## src/rtl/igs_pkg.sv

```systemverilog
package igs_pkg;

  // Frame items in push order; the numeric order is the push sequence.
  typedef enum logic [2:0] {
    IT_SS    = 3'd0,
    IT_SP    = 3'd1,
    IT_FLAGS = 3'd2,
    IT_CS    = 3'd3,
    IT_IP    = 3'd4
  } item_t;

  typedef enum logic [1:0] {
    S_IDLE,
    S_FETCH,
    S_CHECK,
    S_PUSH
  } seq_state_t;

  localparam int GATE_BYTES = 8;
  localparam int GATE_W     = GATE_BYTES * 8;
  localparam int IF_BIT     = 9;

endpackage

```

## src/rtl/igs_tablereg.sv

```systemverilog
module igs_tablereg #(
  parameter int ADDR_W = 32,
  parameter int LIM_W  = 16
) (
  input  logic                    clk,
  input  logic                    rst,
  input  logic                    wr_en,
  input  logic [1:0]              cpl,
  input  logic [ADDR_W+LIM_W-1:0] wr_data,
  output logic [ADDR_W+LIM_W-1:0] rd_data,
  output logic [ADDR_W-1:0]       base,
  output logic [LIM_W-1:0]        limit
);
  localparam int DTR_W = ADDR_W + LIM_W;

  logic [DTR_W-1:0] dtr_q;

  always_ff @(posedge clk) begin
    if (rst)                          dtr_q <= '0;
    else if (wr_en && (cpl == 2'd0))  dtr_q <= wr_data;
  end

  assign rd_data = dtr_q;
  assign base    = dtr_q[DTR_W-1:LIM_W];
  assign limit   = dtr_q[LIM_W-1:0];
endmodule

```

## src/rtl/igs_gatedec.sv

```systemverilog
module igs_gatedec (
  input  logic [63:0] raw,
  output logic        ok,
  output logic        wide,
  output logic        trap,
  output logic [15:0] sel,
  output logic [31:0] offset
);
  logic [3:0] kind;
  logic       present;
  logic       sys_zero;

  always_comb begin
    kind     = raw[43:40];
    present  = raw[47];
    sys_zero = ~raw[44];
    // 0x6, 0x7, 0xE, 0xF share bits 2:1 = 11; bit 3 selects width, bit 0 trap.
    ok       = present && sys_zero && (kind[2:1] == 2'b11);
    wide     = kind[3];
    trap     = kind[0];
    sel      = raw[31:16];
    offset   = {raw[63:48], raw[15:0]};
  end
endmodule

```

## src/rtl/igs_frame.sv

```systemverilog
module igs_frame
  import igs_pkg::*;
(
  input  item_t       idx,
  input  logic        wide,
  input  logic [15:0] ss,
  input  logic [31:0] sp,
  input  logic [31:0] flags,
  input  logic [15:0] cs,
  input  logic [31:0] ip,
  output logic [31:0] data
);
  logic [31:0] full;

  always_comb begin
    case (idx)
      IT_SS:    full = {16'h0, ss};
      IT_SP:    full = sp;
      IT_FLAGS: full = flags;
      IT_CS:    full = {16'h0, cs};
      IT_IP:    full = ip;
      default:  full = '0;
    endcase
    data = wide ? full : {16'h0, full[15:0]};
  end
endmodule

```

## src/rtl/intr_gate_seq.sv

```systemverilog
module intr_gate_seq
  import igs_pkg::*;
#(
  parameter int ADDR_W = 32,
  parameter int LIM_W  = 16,
  parameter int VEC_W  = 8
) (
  input  logic                    clk,
  input  logic                    rst,
  input  logic [1:0]              cur_cpl,
  input  logic                    tbl_wr_en,
  input  logic [ADDR_W+LIM_W-1:0] tbl_wr_data,
  output logic [ADDR_W+LIM_W-1:0] tbl_rd_data,
  input  logic                    irq_valid,
  input  logic [VEC_W-1:0]        irq_vector,
  output logic                    busy,
  input  logic [31:0]             cur_flags,
  input  logic [15:0]             cur_cs,
  input  logic [31:0]             cur_ip,
  input  logic [15:0]             cur_ss,
  input  logic [31:0]             cur_sp,
  input  logic [15:0]             ring0_ss,
  input  logic [31:0]             ring0_sp,
  output logic                    mrd_req,
  output logic [ADDR_W-1:0]       mrd_addr,
  input  logic                    mrd_rdy,
  input  logic [63:0]             mrd_data,
  output logic                    mwr_req,
  output logic [ADDR_W-1:0]       mwr_addr,
  output logic [31:0]             mwr_data,
  output logic                    mwr_size,
  input  logic                    mwr_rdy,
  output logic                    done,
  output logic                    fault,
  output logic [15:0]             new_cs,
  output logic [31:0]             new_eip,
  output logic [1:0]              new_cpl,
  output logic                    new_if,
  output logic [15:0]             new_ss,
  output logic [31:0]             new_sp
);
  localparam int SHIFT = $clog2(GATE_BYTES);
  localparam int OFF_W = VEC_W + SHIFT;

  logic [ADDR_W-1:0] tbl_base;
  logic [LIM_W-1:0]  tbl_limit;

  igs_tablereg #(.ADDR_W(ADDR_W), .LIM_W(LIM_W)) u_tbl (
    .clk(clk), .rst(rst), .wr_en(tbl_wr_en), .cpl(cur_cpl),
    .wr_data(tbl_wr_data), .rd_data(tbl_rd_data),
    .base(tbl_base), .limit(tbl_limit)
  );

  seq_state_t  state;
  logic [63:0] gate_q;
  logic [1:0]  cpl_q;
  logic [31:0] flags_q, ip_q, sp_q, r0sp_q;
  logic [15:0] cs_q, ss_q, r0ss_q;
  logic        wide_q, trap_q;
  item_t       idx_q;

  // Gate decode
  logic        dec_ok, dec_wide, dec_trap;
  logic [15:0] dec_sel;
  logic [31:0] dec_off;

  igs_gatedec u_dec (
    .raw(gate_q), .ok(dec_ok), .wide(dec_wide), .trap(dec_trap),
    .sel(dec_sel), .offset(dec_off)
  );

  // Bounds check on the accepted vector
  logic [OFF_W-1:0] end_off;
  logic             out_of_range;
  assign end_off      = {irq_vector, {SHIFT{1'b1}}};
  assign out_of_range = (ADDR_W'(end_off) > ADDR_W'(tbl_limit));

  // Push bookkeeping
  logic              priv_chg;
  item_t             first_idx, nxt_idx;
  logic              frame_wide;
  logic [ADDR_W-1:0] step, start_sp;
  logic [31:0]       frame_data;

  assign priv_chg   = (cpl_q != 2'd0);
  assign first_idx  = priv_chg ? IT_SS : IT_FLAGS;
  assign nxt_idx    = (state == S_CHECK) ? first_idx : item_t'(idx_q + 3'd1);
  assign frame_wide = (state == S_CHECK) ? dec_wide : wide_q;
  assign step       = frame_wide ? ADDR_W'(4) : ADDR_W'(2);
  assign start_sp   = priv_chg ? ADDR_W'(r0sp_q) : ADDR_W'(sp_q);

  igs_frame u_frame (
    .idx(nxt_idx), .wide(frame_wide), .ss(ss_q), .sp(sp_q),
    .flags(flags_q), .cs(cs_q), .ip(ip_q), .data(frame_data)
  );

  assign busy = (state != S_IDLE);

  always_ff @(posedge clk) begin
    if (rst) begin
      state    <= S_IDLE;
      gate_q   <= '0;
      cpl_q    <= '0;
      flags_q  <= '0;
      ip_q     <= '0;
      sp_q     <= '0;
      r0sp_q   <= '0;
      cs_q     <= '0;
      ss_q     <= '0;
      r0ss_q   <= '0;
      wide_q   <= 1'b0;
      trap_q   <= 1'b0;
      idx_q    <= IT_SS;
      mrd_req  <= 1'b0;
      mrd_addr <= '0;
      mwr_req  <= 1'b0;
      mwr_addr <= '0;
      mwr_data <= '0;
      mwr_size <= 1'b0;
      done     <= 1'b0;
      fault    <= 1'b0;
      new_cs   <= '0;
      new_eip  <= '0;
      new_cpl  <= '0;
      new_if   <= 1'b0;
      new_ss   <= '0;
      new_sp   <= '0;
    end else begin
      done  <= 1'b0;
      fault <= 1'b0;
      case (state)
        S_IDLE: begin
          if (irq_valid) begin
            cpl_q   <= cur_cpl;
            flags_q <= cur_flags;
            ip_q    <= cur_ip;
            sp_q    <= cur_sp;
            cs_q    <= cur_cs;
            ss_q    <= cur_ss;
            r0sp_q  <= ring0_sp;
            r0ss_q  <= ring0_ss;
            if (out_of_range) begin
              fault <= 1'b1;
            end else begin
              mrd_req  <= 1'b1;
              mrd_addr <= tbl_base + ADDR_W'({irq_vector, {SHIFT{1'b0}}});
              state    <= S_FETCH;
            end
          end
        end
        S_FETCH: begin
          if (mrd_rdy) begin
            mrd_req <= 1'b0;
            gate_q  <= mrd_data;
            state   <= S_CHECK;
          end
        end
        S_CHECK: begin
          if (!dec_ok) begin
            fault <= 1'b1;
            state <= S_IDLE;
          end else begin
            wide_q   <= dec_wide;
            trap_q   <= dec_trap;
            idx_q    <= first_idx;
            mwr_req  <= 1'b1;
            mwr_addr <= start_sp - step;
            mwr_data <= frame_data;
            mwr_size <= dec_wide;
            new_ss   <= priv_chg ? r0ss_q : ss_q;
            state    <= S_PUSH;
          end
        end
        S_PUSH: begin
          if (mwr_rdy) begin
            if (idx_q == IT_IP) begin
              mwr_req <= 1'b0;
              done    <= 1'b1;
              new_cs  <= dec_sel;
              new_eip <= wide_q ? dec_off : {16'h0, dec_off[15:0]};
              new_cpl <= 2'd0;
              new_if  <= trap_q ? flags_q[IF_BIT] : 1'b0;
              new_sp  <= 32'(mwr_addr);
              state   <= S_IDLE;
            end else begin
              idx_q    <= nxt_idx;
              mwr_addr <= mwr_addr - step;
              mwr_data <= frame_data;
            end
          end
        end
        default: state <= S_IDLE;
      endcase
    end
  end
endmodule

```

## config.mk

```make
export PLATFORM = sky130hd
export DESIGN_NAME = intr_gate_seq
export DESIGN_NICKNAME = d
export VERILOG_FILES = /design/src/rtl/igs_pkg.sv /design/src/rtl/igs_tablereg.sv /design/src/rtl/igs_gatedec.sv /design/src/rtl/igs_frame.sv /design/src/rtl/intr_gate_seq.sv
export SDC_FILE = /design/constraint.sdc
export NUM_CORES = 1
export LEC_CHECK = 0
export BUFFER_PORTS_ARGS = -buffer_cell sky130_fd_sc_hd__buf_2
export CAP_MARGIN = 10
export CORE_AREA = 2 2 217 219
export DETAILED_ROUTE_END_ITERATION = 16
export DIE_AREA = 0 0 219 221
export PLACE_DENSITY = 0.69
export SLEW_MARGIN = 20
export SYNTH_ARGS = -nofsm -noshare
export SYNTH_HDL_FRONTEND = slang
export SYNTH_SLANG_ARGS = --single-unit
```

## constraint.sdc

```tcl
create_clock -name clk -period 5.4 [get_ports clk]
set_clock_uncertainty 0.05 [all_clocks]
set_input_delay 1.35 -clock clk [delete_from_list [all_inputs] [get_ports clk]]
set_output_delay 1.35 -clock clk [all_outputs]
set_load 0.01 [all_outputs]
```

# Word level (Yosys, flattened, before mapping)
# Cells that the tools add are included.
# Widths: inputs -> output; s select.
# totals
ff_bits,494
word_cells,113
input_bits,304
output_inout_bits,249
# op_classes
order_cmp,1
eq_ne,16
n_reduce_logical,20
muxes,42
n_bitwise,4
addsub,4
# op_table
operator,n
$mux 32,9
$pmux 32 s5,1
$pmux 32 s2,2
$sub 32x3->32,2
$add 32x11->32,1
$gt 11x16->1,1
$mux 16,1
$mux 3,5
$mux 2,7
$ne 2x2->1 const B,7
$mux 1,12
$reduce_and 4->1,3
$pmux 2 s4,1
$reduce_bool 2->1,4
$eq 2x2->1 const B,3
$eq 3x2->1 const B,2
$eq 3x3->1 const B,2
$pmux 1 s2,3
$pmux 3 s2,1
$reduce_and 2->1,3
$reduce_and 3->1,2
$reduce_and 5->1,1
$logic_not 2->1,2
$not 1->1,4
other kinds (6),8

# Longest topological paths before layout
# Gate-level depths: netlist of run 1.
# depth
depth_word,9
mapped_depth,19
depth_no_buf,14

# By module
# From an unflattened synthesis of run 1, not the netlist that was laid out.
# unflattened
hier_cells,2816
area_unflattened_um2,22317.7
# by_module_without_submodules
module,cells_each,seq_area_each_um2,n_inst,area_per_inst_um2
intr_gate_seq,2351,8928.6,1,18350.1
igs_tablereg,256,960.9,1,2493.6
igs_frame,158,0.0,1,1088.5
igs_gatedec,51,0.0,1,385.4

# Least setup slack after synthesis of run 1
# OpenSTA, ideal clock, no wires.
# synth_path
kind,reg2reg
start,register cpl_q[1]
end,register mwr_addr[25]
path_buffers,5
setup_slack_ns,1.449
setup_time_ns,0.079
period_less_slack_ns,3.951
stages_incl_launch_ff,20
t_required_ns,5.271
arrival_time_ns,3.821
cell_sequence,dfxtp_1 > or2_2 > clkbuf_1 > buf_2 > buf_1 > clkbuf_1 > buf_1 > nand2_1 > a21oi_1 > a21oi_1 > ha_1 > inv_1 > fa_1 > a21oi_1 > a32oi_1 > a311oi_4 > o211ai_4 > nor4_2 > xnor2_1 > a211oi_2
# synth_via
elab_chain_cells,5
# synth_lines
element,line_no,rtl
from (decl),intr_gate_seq.sv:56,logic [1:0] cpl_q;
from (signal assigned),intr_gate_seq.sv:134,cpl_q <= cur_cpl;
$reduce_bool 2->1,intr_gate_seq.sv:85,assign priv_chg = (cpl_q != 2'd0);
$mux 32,intr_gate_seq.sv:90,assign start_sp = priv_chg ? ADDR_W'(r0sp_q) : ADDR_W'(sp_q);
$sub 32x3->32,intr_gate_seq.sv:167,mwr_addr <= start_sp - step;
$mux 32,intr_gate_seq.sv:159,if (!dec_ok) begin
$pmux 32 s2,intr_gate_seq.sv:131,case (state)
to (signal assigned),intr_gate_seq.sv:167,
to (signal assigned),intr_gate_seq.sv:187,mwr_addr <= mwr_addr - step;
to (decl),intr_gate_seq.sv:29,"output logic [ADDR_W-1:0] mwr_addr,"
# No other way between the ends. The select of a mux whose other input is x is not followed.
# A chain may end at the register's enable or synchronous reset.

# Final worst setup path of run 1
# layout_path
start,register state[1]
end,register mwr_addr[31]
# layout_via
elab_chain_cells,7
elab_cells_between_ends,15
classes_between,2 x add/sub; 5 x eq/ne; 6 x mux; 2 x reduce/logical
# layout_lines
element,line_no,rtl
from (decl),intr_gate_seq.sv:54,seq_state_t state;
from (signal assigned),intr_gate_seq.sv:101,state <= S_IDLE;
from (signal assigned),intr_gate_seq.sv:147,state <= S_FETCH;
from (signal assigned),intr_gate_seq.sv:155,state <= S_CHECK;
$eq 2x2->1,"intr_gate_seq.sv:88, intr_gate_seq.sv:131",
$mux 1,intr_gate_seq.sv:88,assign frame_wide = (state == S_CHECK) ? dec_wide : wide_q;
$mux 3,intr_gate_seq.sv:89,assign step = frame_wide ? ADDR_W'(4) : ADDR_W'(2);
$sub 32x3->32,intr_gate_seq.sv:187,
$mux 32,intr_gate_seq.sv:176,if (idx_q == IT_IP) begin
$mux 32,intr_gate_seq.sv:175,if (mwr_rdy) begin
$pmux 32 s2,intr_gate_seq.sv:131,
# Parallel ways exist; a longest one is shown, timed or not. The select of a mux whose other input is x is not followed.

==> summary.md, run 1 <==
| Metric | Value |
|---|---|
| Max Used Layer | met5 |
| FF/Latch Area | 9690 sq um |
| Die width | 219 microns |
| Post-CTS sizing | 0 |
| Seq cells post-synth | 484 |
| Vias post-DR | 20.1k |
| Hold Path Sink | new_sp[26] |
| RD Place Congestion | 0.935 |
| Dpl ws | between 1 and 1.5 ns |
| Initial antenna violation count | 30 |
| Hold Path Class | reg2reg |
| Number of synthesized flops with an enable pin | 0 |
| Setup violators final | 0 |
| Worst Hold Depth | 2 |
| Final setup margin | 0.992 ns |
| WL per Instance | 19.2 microns |
| Worst path slowest cell | nor2b_1 |
| Fillers | approximately 4.4k |
| Syn avg cell area | 7.76 sq um |
| Fin crit period | 4.41 ns |
| R2R Path Start | state[1] |
| Clk_lat worst skew | 0.61 ns |
| WL met1 | roughly 29 mm |
| Syn Inst Count | 2601 |
| Clock sink count | 484 |
| Worst vdd ir | 0.213 mV |
| Fin util | 54.2% |
| Crit start category | flip-flop |
| Area occupied by multi-input gates | 9730 sq um |
| Yosys warns | 0 |
| Status | completed |
| CTS tree | built |
| Fmax | between 0.2 and 0.25 GHz |
| Routed WL | about 70 mm |
| Chip height | 221 microns |
| Die footprint | 48400 sq um |
| Synth cell types | 68 |
| First drt pass iteration count | 7 |
| R2r worst-path depth | 12 |
| Crit-path leading delay family | compound AO/OA/AOI/OAI gates |
| Metal2 WL | approximately 32 mm |
| CP Max Fanout | 12 |
| CTS clk-pin slew, worst paths | about 0.060 ns |
| Hold_sp | new_sp[26] |
| Actual slew at the worst max-slew pin | 1.11 ns |
| Root buf cell | clkbuf_16 |
| Final Instance Area | approximately 25000 sq um |
| CP peak stage delay | 0.63 ns |
| Vias in the first global route | between 15k and 20k |
| DRT antenna net count | 0 |
| Critical Path RT | 5.84 ns |
| Endpoints failing hold | 0 |
| Largest net degree at the start of global routing | 141 |
| Crit. End Element | flip-flop |
| Critical Path Stages | 12 |
| Remaining DRCs | 0 |
| Cts bufs inserted | 52 |
| PwrDens | 336 nW/um^2 |
| MaxCap Viol Count | 0 |
| HPWL after DPL | ~50 mm |
| Cell Area, Synth | 20200 sq um |
| Share of post-route cells with drive strength above 1 | between 20% and 30% |
| Final worst path period share | 81.6% |
| Vias per cell | 5.45 |
| Hold_buf cts | 0 |
| RSZ-0062 raised after global routing | no |
| Crit path launch | state[1] |
| P&R area growth vs syn | 23.7% |
| # rows | between 70 and 80 |
| Setup tns final | 0 ns |
| CP Class | reg2reg |
| Met3 WL | 6.42 mm |
| Asr flop ratio synth | 0% |
| Initial drt markers | 1678 |
| Max-slew violation count | 0 |
| Worst R2R Setup Slack | 0.99 ns |
| I/O pin cnt | around 550 |
| Initial Util | a little over two fifths |
| Area post-placement | around 23000 sq um |
| Worst R2R End | mwr_addr[31] |
| First-pass GRT wire length | ~110 mm |
| Core Area | roughly 46000 sq um |
| Post-CTS setup buffers | 0 |
| Slew HR | 25.9% |
| CP Data Arrival Time | just under 5 ns |
| Leakage | 10.2 nW |
| Post-synth top flop | dfxtp_1 |
| Seq/Total Area, Yosys | around 48% |
| GRT Util Overall | 27.9% |
| Count of input and output buffers | 540 |
| Bufs and invs on worst path | 1 |
| PnR Total Power | 8.38 mW |
| CP cell instances | nor2b_1 > mux2i_1 > ha_1 > inv_1 > fa_1 > a21oi_1 > a32oi_1 > a311oi_4 > o211ai_4 > nor2_2 > nand4_1 > a311oi_1 |
| GR Overflow Total | 0 |
| Nets | 3354 |
| CTS Buffer Depth | 3 |
| H-tree depth | 2 |
-- report_power, final --
part	switching [mW]	internal, mW	total [mW]
combinational	0.595	0.364	0.959
sequential	0.131	3.72	3.85
clock	1.49	2.08	3.57
-- layout by cell type, fill, tap and decap left out, types with 6 or more instances in the layout --
master     synthesis  layout
a211oi_1          42      42
a21o_1             8       7
a21oi_1          435     434
a222oi_1          32      32
a2bb2oi_1         16      16
a311oi_1          21      21
a31oi_1           23      23
buf_2             14     539
buf_4              3      27
clkbuf_1         163      13
clkbuf_16          0      52
clkbuf_8           0       8
clkinv_2           0       9
dfxtp_1          484     484
diode_2            0      17
ha_1              20      20
inv_1             19      19
mux2_2            17      17
mux2i_1           27      27
nand2_1          828     826
nand2b_1           6       6
nand3_1           38      38
nand4_1            9       9
nor2_1           182     176
nor2_4             0       6
nor3_1            26      24
nor4_1             8       8
o21ai_0           19      19
o21ai_1            6       6
or3_1             10      10
xnor2_1           29      29
xor2_1            11      11
-- how the worst max path moves through the flow --
stage                    to  slack (ns)
2_1_floorplan  mwr_addr[25]        1.45
3_3_place_gp   mwr_addr[22]        1.31
3_5_place_dp   mwr_addr[25]        1.07
4_1_cts        mwr_addr[31]        1.07
5_1_grt        mwr_addr[31]        0.67
6_report       mwr_addr[31]        0.99
-- flip-flops by register name, summed over array words and instances, names as in the netlist, 3 cells and up --
register       flops
cs_q              16
flags_q           32
gate_q            54
idx_q              3
ip_q              32
mrd_addr          32
mwr_addr          32
mwr_data          32
new_cs            16
new_eip           32
new_sp            32
new_ss            16
r0sp_q            32
r0ss_q            16
sp_q              32
ss_q              16
u_tbl.rd_data     48
-- cells by family after synthesis --
kind of cell             Yosys count  synth area share, %
AND/OR/NAND/NOR                 1154                 23.3
AO/OA/AOI/OAI                    638                 18.9
flip-flops                       484                 48.0
buffers and inverters            217                 4.29
multiplexers                      45                 2.36
XOR/XNOR                          40                 1.74
adder cells (fa/ha/maj)           22                 1.44
other                              1               0.0186
-- cell type report --
type	count	share of cell area (%)
Multi-Input combinational cell	1901	39.0
Sequential cell	484	38.8
Timing Repair Buffer	570	11.9
Clock buffer	73	5.85
Tap cell	607	3.04
Clock inverter	21	0.957
Inverter	19	0.286
Antenna cell	17	0.170
-- worst reg2reg max path, cell delays in order, from the launching register on --
cell and delay [ns]:
dfxtp_1 0.62, nor2b_1 0.64, mux2i_1 0.54, ha_1 0.23, inv_1 0.06, fa_1 0.43
a21oi_1 0.18, a32oi_1 0.18, a311oi_4 0.48, o211ai_4 0.26, nor2_2 0.27, nand4_1 0.12
a311oi_1 0.26
-- per-stage QoR --
stage | std cells | hold slack, ns
finish | 3692 | 0.400
floorplan | 2602 | 0.381
global route | 3684 | 0.418
CTS | 3675 | 0.401
detailed placement | 3581 | 0.394
global placement | 3580 | 0.385
-- routing by layer --
metal | track usage, % | up-vias
li1 | - | 9699
met1 | 34.9 | 9360
met2 | 44.5 | 835
met3 | 7.82 | 198
met4 | 12.6 | 26
met5 | 0 | -
-- cell usage after synthesis (8+ instances only) --
library cell	number	area, sq um
nand4_1	9	56.3
ha_1	20	250
nand2_1	828	3110
a21oi_1	435	2180
inv_1	19	71.3
xor2_1	11	96.3
dfxtp_1	484	9690
a311oi_1	21	184
buf_2	14	70.1
nand3_1	38	190
mux2_2	17	191
buf_1	15	56.3
mux2i_1	27	270
a222oi_1	32	320
xnor2_1	29	254
a31oi_1	23	144
nor4_1	8	50.1
clkbuf_1	163	612
or3_1	10	62.6
a211oi_1	42	315
nor3_1	26	130
a2bb2oi_1	16	140
nor2_1	182	683
o21ai_0	19	95.1
a21o_1	8	60.1
Power figures use the tool's default switching activity.
==> run 2, diff against run 1 <==
ABC_AREA = 1   (was unset)
CORE_AREA = 2 2 218 220   (was 2 2 217 219)
DIE_AREA = 0 0 220 222   (was 0 0 219 221)
PLACE_DENSITY = 0.72   (was 0.69)
clock period = 3.6 ns   (was 5.4 ns; I/O delays follow)
==> run 2 against run 1 <==
Compared with the run above:
- utilization grew 0.85 points
- maximum frequency grew 46%
- synthesized cell count grew 13%
- count of clock-buffer cells in the layout is 4 higher
- hold slack improved by 0.0046 ns
- combinational power rose to 3.6 times the previous value
- critical endpoint is now mwr_addr[25]
- largest cell class is now flip-flops and latches
- worst setup slack worse by 0.42 ns
==> summary.md, run 2 <==
| Metric | Value |
|---|---|
| CP Class | reg2reg |
| Top post-synthesis cells by count | 587 x nor2_1, 504 x nand2_1, 484 x dfxtp_1 |
| First-pass GRT wire length | 110 mm (+3.5%) |
| Vias in the first global route | 19.6k (+3.2%) |
| Yosys warns | 0 (unchanged) |
| DRT antenna net count | 0 (unchanged) |
| Initial drt markers | 1666 (-0.72%) |
| Initial Util | 44.8% (+0.99 points) |
| Final worst path period share | 84.0% (+2.4 points) |
| Worst R2R End | mwr_addr[25] |
| Nets | 3715 (+11%) |
| First drt pass iteration count | 5 (-2) |
| Most frequent cells in the layout | 586 x nor2_1, 539 x buf_2, 503 x nand2_1, 484 x dfxtp_1, 399 x o21ai_0 |
| H-tree depth | 2 (unchanged) |
| CTS clk-pin slew, worst paths | 0.06 ns (about the same) |
| Cell Area, Synth | 20700 sq um (+2.7%) |
| Status | completed |
| Root buf cell | clkbuf_16 |
| Core Area | 46300 sq um (+0.43%) |
| Hold_sp | cs_q[11] |
| Die footprint | 48800 sq um (+0.91%) |
| Setup tns final | 0 ns (unchanged) |
| Endpoints failing hold | 0 (unchanged) |
| Top-count cell post-synth | nor2_1 |
| Syn Inst Count | 2942 (+13%) |
| Area post-placement | 23800 sq um (+2.5%) |
| Dpl ws | 0.618 ns (-0.457 ns) |
| Max-slew violation count | 0 (unchanged) |
| Largest net degree at the start of global routing | 115 (-18%) |
| R2R Path Start | cpl_q[1] |
| Die width | 220 microns (+0.46%) |
| I/O pin cnt | 553 (unchanged) |
| Crit. End Element | flip-flop |
| Remaining DRCs | 0 (unchanged) |
| P&R area growth vs syn | 22.8% |
| Worst R2R Setup Slack | 0.58 ns (-0.42 ns) |
| Synth top area share | 46.7% (-1.3 points) |
| Leading area contributor after synthesis | dfxtp_1 |
| Actual slew at the worst max-slew pin | 1.11 ns (+0.00430 ns) |
| GRT Util Overall | 28.8% (+0.90 points) |
| RSZ-0062 raised after global routing | no |
| Setup violators final | 0 (unchanged) |
| RD Place Congestion | 0.944 (+1.0%) |
| Slew HR | 25.7% (-0.21 points) |
| Worst vdd ir | 0.423 mV (+98%) |
| WL per Instance | 17.9 microns (-6.5%) |
| Seq/Total Area, Yosys | 46.7% (-1.3 points) |
| Biggest register | gate_q |
| Clk_lat worst skew | 0.61 ns (about the same) |
| Top post-synthesis cells by area | dfxtp_1 47%, nor2_1 11%, o21ai_0 9.6%, nand2_1 9.1%, a21oi_1 5.8% |
| Post-CTS sizing | 0 (unchanged) |
| Count of input and output buffers | 540 (unchanged) |
| # rows | 79 (unchanged) |
| Synth cell types | 47 (-31%) |
| Chip height | 222 microns (+0.45%) |
| Final setup margin | 0.576 ns (-0.416 ns) |
| Post-CTS setup buffers | 0 (unchanged) |
| Crit start category | flip-flop |
| PwrDens | 585 nW/um^2 (+74%) |
| Leakage | 12.1 nW (+19%) |
| Largest register FFs | 54 (unchanged) |
| Commonest non-fill, non-tap cell in the layout | nor2_1 |
| FF/Latch Area | 9690 sq um (unchanged) |
| R2r worst-path depth | 17 (+5) |
| Clock sink count | 484 (unchanged) |
| WHS | 0.405 ns (+0.00464 ns) |
| Number of synthesized flops with an enable pin | 0 (unchanged) |
| Syn avg cell area | 7.05 sq um (-9.2%) |
| Vias per cell | 5.21 (-4.5%) |
| Fin crit period | 3.02 ns (-1.38 ns) |
| CTS Buffer Depth | 3 (unchanged) |
| Initial antenna violation count | 19 (-37%) |
| Routed WL | 72.5 mm (+2.5%) |
| CTS tree | built |
| Area occupied by multi-input gates | 9460 sq um (-2.8%) |
| CP Max Fanout | 19 (+7) |
| CP Data Arrival Time | 3.47 ns (-1.38 ns) |
| GR Overflow Total | 0 (unchanged) |
| Hold Path Sink | cs_q[11] |
| Hold Path Class | reg2reg |
| Post-synth top flop | dfxtp_1 |
| Hold_buf cts | 0 (unchanged) |
| Worst Hold Depth | 2 (unchanged) |
| HPWL after DPL | 51.5 mm (+1.3%) |
| Cts bufs inserted | 51 (-1.9%) |
| Share of post-route cells with drive strength above 1 | 20.8% (-2.2 points) |
| Seq cells post-synth | 484 (unchanged) |
| Critical Path RT | 4.04 ns (-1.80 ns) |
| Vias post-DR | 21.1k (+4.7%) |
| Fmax | 0.331 GHz (+46%) |
| MaxCap Viol Count | 0 (unchanged) |
| Fillers | 4559 (+3.9%) |
| Final Instance Area | 25500 sq um (+2.0%) |
| Asr flop ratio synth | 0% (unchanged) |
-- run 2: cell types whose count changed in the layout (fill, tap and decap cells not counted), moves of 17 or more --
cell      before  now
a311oi_1      21    0
a211oi_1      42    0
mux2i_1       27    0
xnor2_1       29    2
nand2_1      826  503
mux2_2        17    0
a21oi_1      434  241
nor2_1       176  586
a222oi_1      32    0
o21ai_0       19  399
nand3_1       38  116
inv_2          0   20
inv_1         19  202
-- run 2: logic make-up (layout without fill, tap and decap cells) --
family	count (synthesis)	in the layout	synth area share (%)
simple gates	1284	1284	24.9
compound gates	716	716	18.0
flops	484	484	46.7
buf+inv	410	893	7.83
xor+xnor	25	25	1.06
fa+ha+maj	22	22	1.40
other cells	1	17	0.0181
-- run 2: final cells by class --
| type | count | share of cell area (%) |
|---|---|---|
| diodes | 15 | 0.147 |
| repair buffers | 578 | 11.9 |
| well taps | 607 | 2.98 |
| multi-input cells | 2049 | 37.1 |
| clock inverters | 13 | 0.398 |
| flip-flops and latches | 484 | 38.0 |
| inverters | 225 | 3.38 |
| clock buffers | 77 | 6.03 |
-- run 2: worst max-delay path: stages (launching register included) --
cell	delay [ns]
dfxtp_1	0.34
inv_1	0.09
nand2_2	0.25
nor2_1	0.25
o21ai_0	0.12
inv_1	0.06
ha_1	0.12
inv_1	0.06
fa_1	0.41
nand3b_1	0.25
nor2_1	0.20
nand2_1	0.21
nor2_2	0.20
nand2_1	0.07
nand2_1	0.05
nand3_1	0.06
nand2_1	0.08
inv_1	0.03
-- run 2: per-stage QoR --
stage               power (mW)  instances  util [%]
floorplan                 8.64       2943         -
global placement          9.74       3943      51.4
detailed placement        9.78       3943      51.4
CTS                       15.0       4033      55.0
global route              15.7       4042      55.0
finish                    14.9       4048      55.1
-- run 2: how the worst max path moves through the flow --
stage                              end  slack, ns          start
after CTS                 mwr_addr[25]       0.61       cpl_q[1]
after global placement    mrd_addr[23]       0.64  irq_vector[0]
after floorplan           mwr_addr[25]       0.90       state[0]
final                     mwr_addr[25]       0.58       cpl_q[1]
after global routing      mwr_addr[30]       0.33       cpl_q[1]
after detailed placement  mrd_addr[23]       0.62  irq_vector[0]
-- run 2: metal layers --
metal  part of all wire (%)  up-vias  wire length (microns)  global-route usage (%)
met5                   0.13        -                     92                       0
met4                    3.8       14                   2780                    11.6
met3                    8.0      173                   5790                    6.24
met2                     47      813                  34100                    48.2
met1                     41     9639                  29700                    35.8
li1                       -    10431                      -                       -
-- run 2: power breakdown --
group          internal (mW)  total, mW  switching, mW
clock                   2.94       5.19           2.24
combinational           1.07       3.44           2.36
sequential              5.97       6.28          0.314
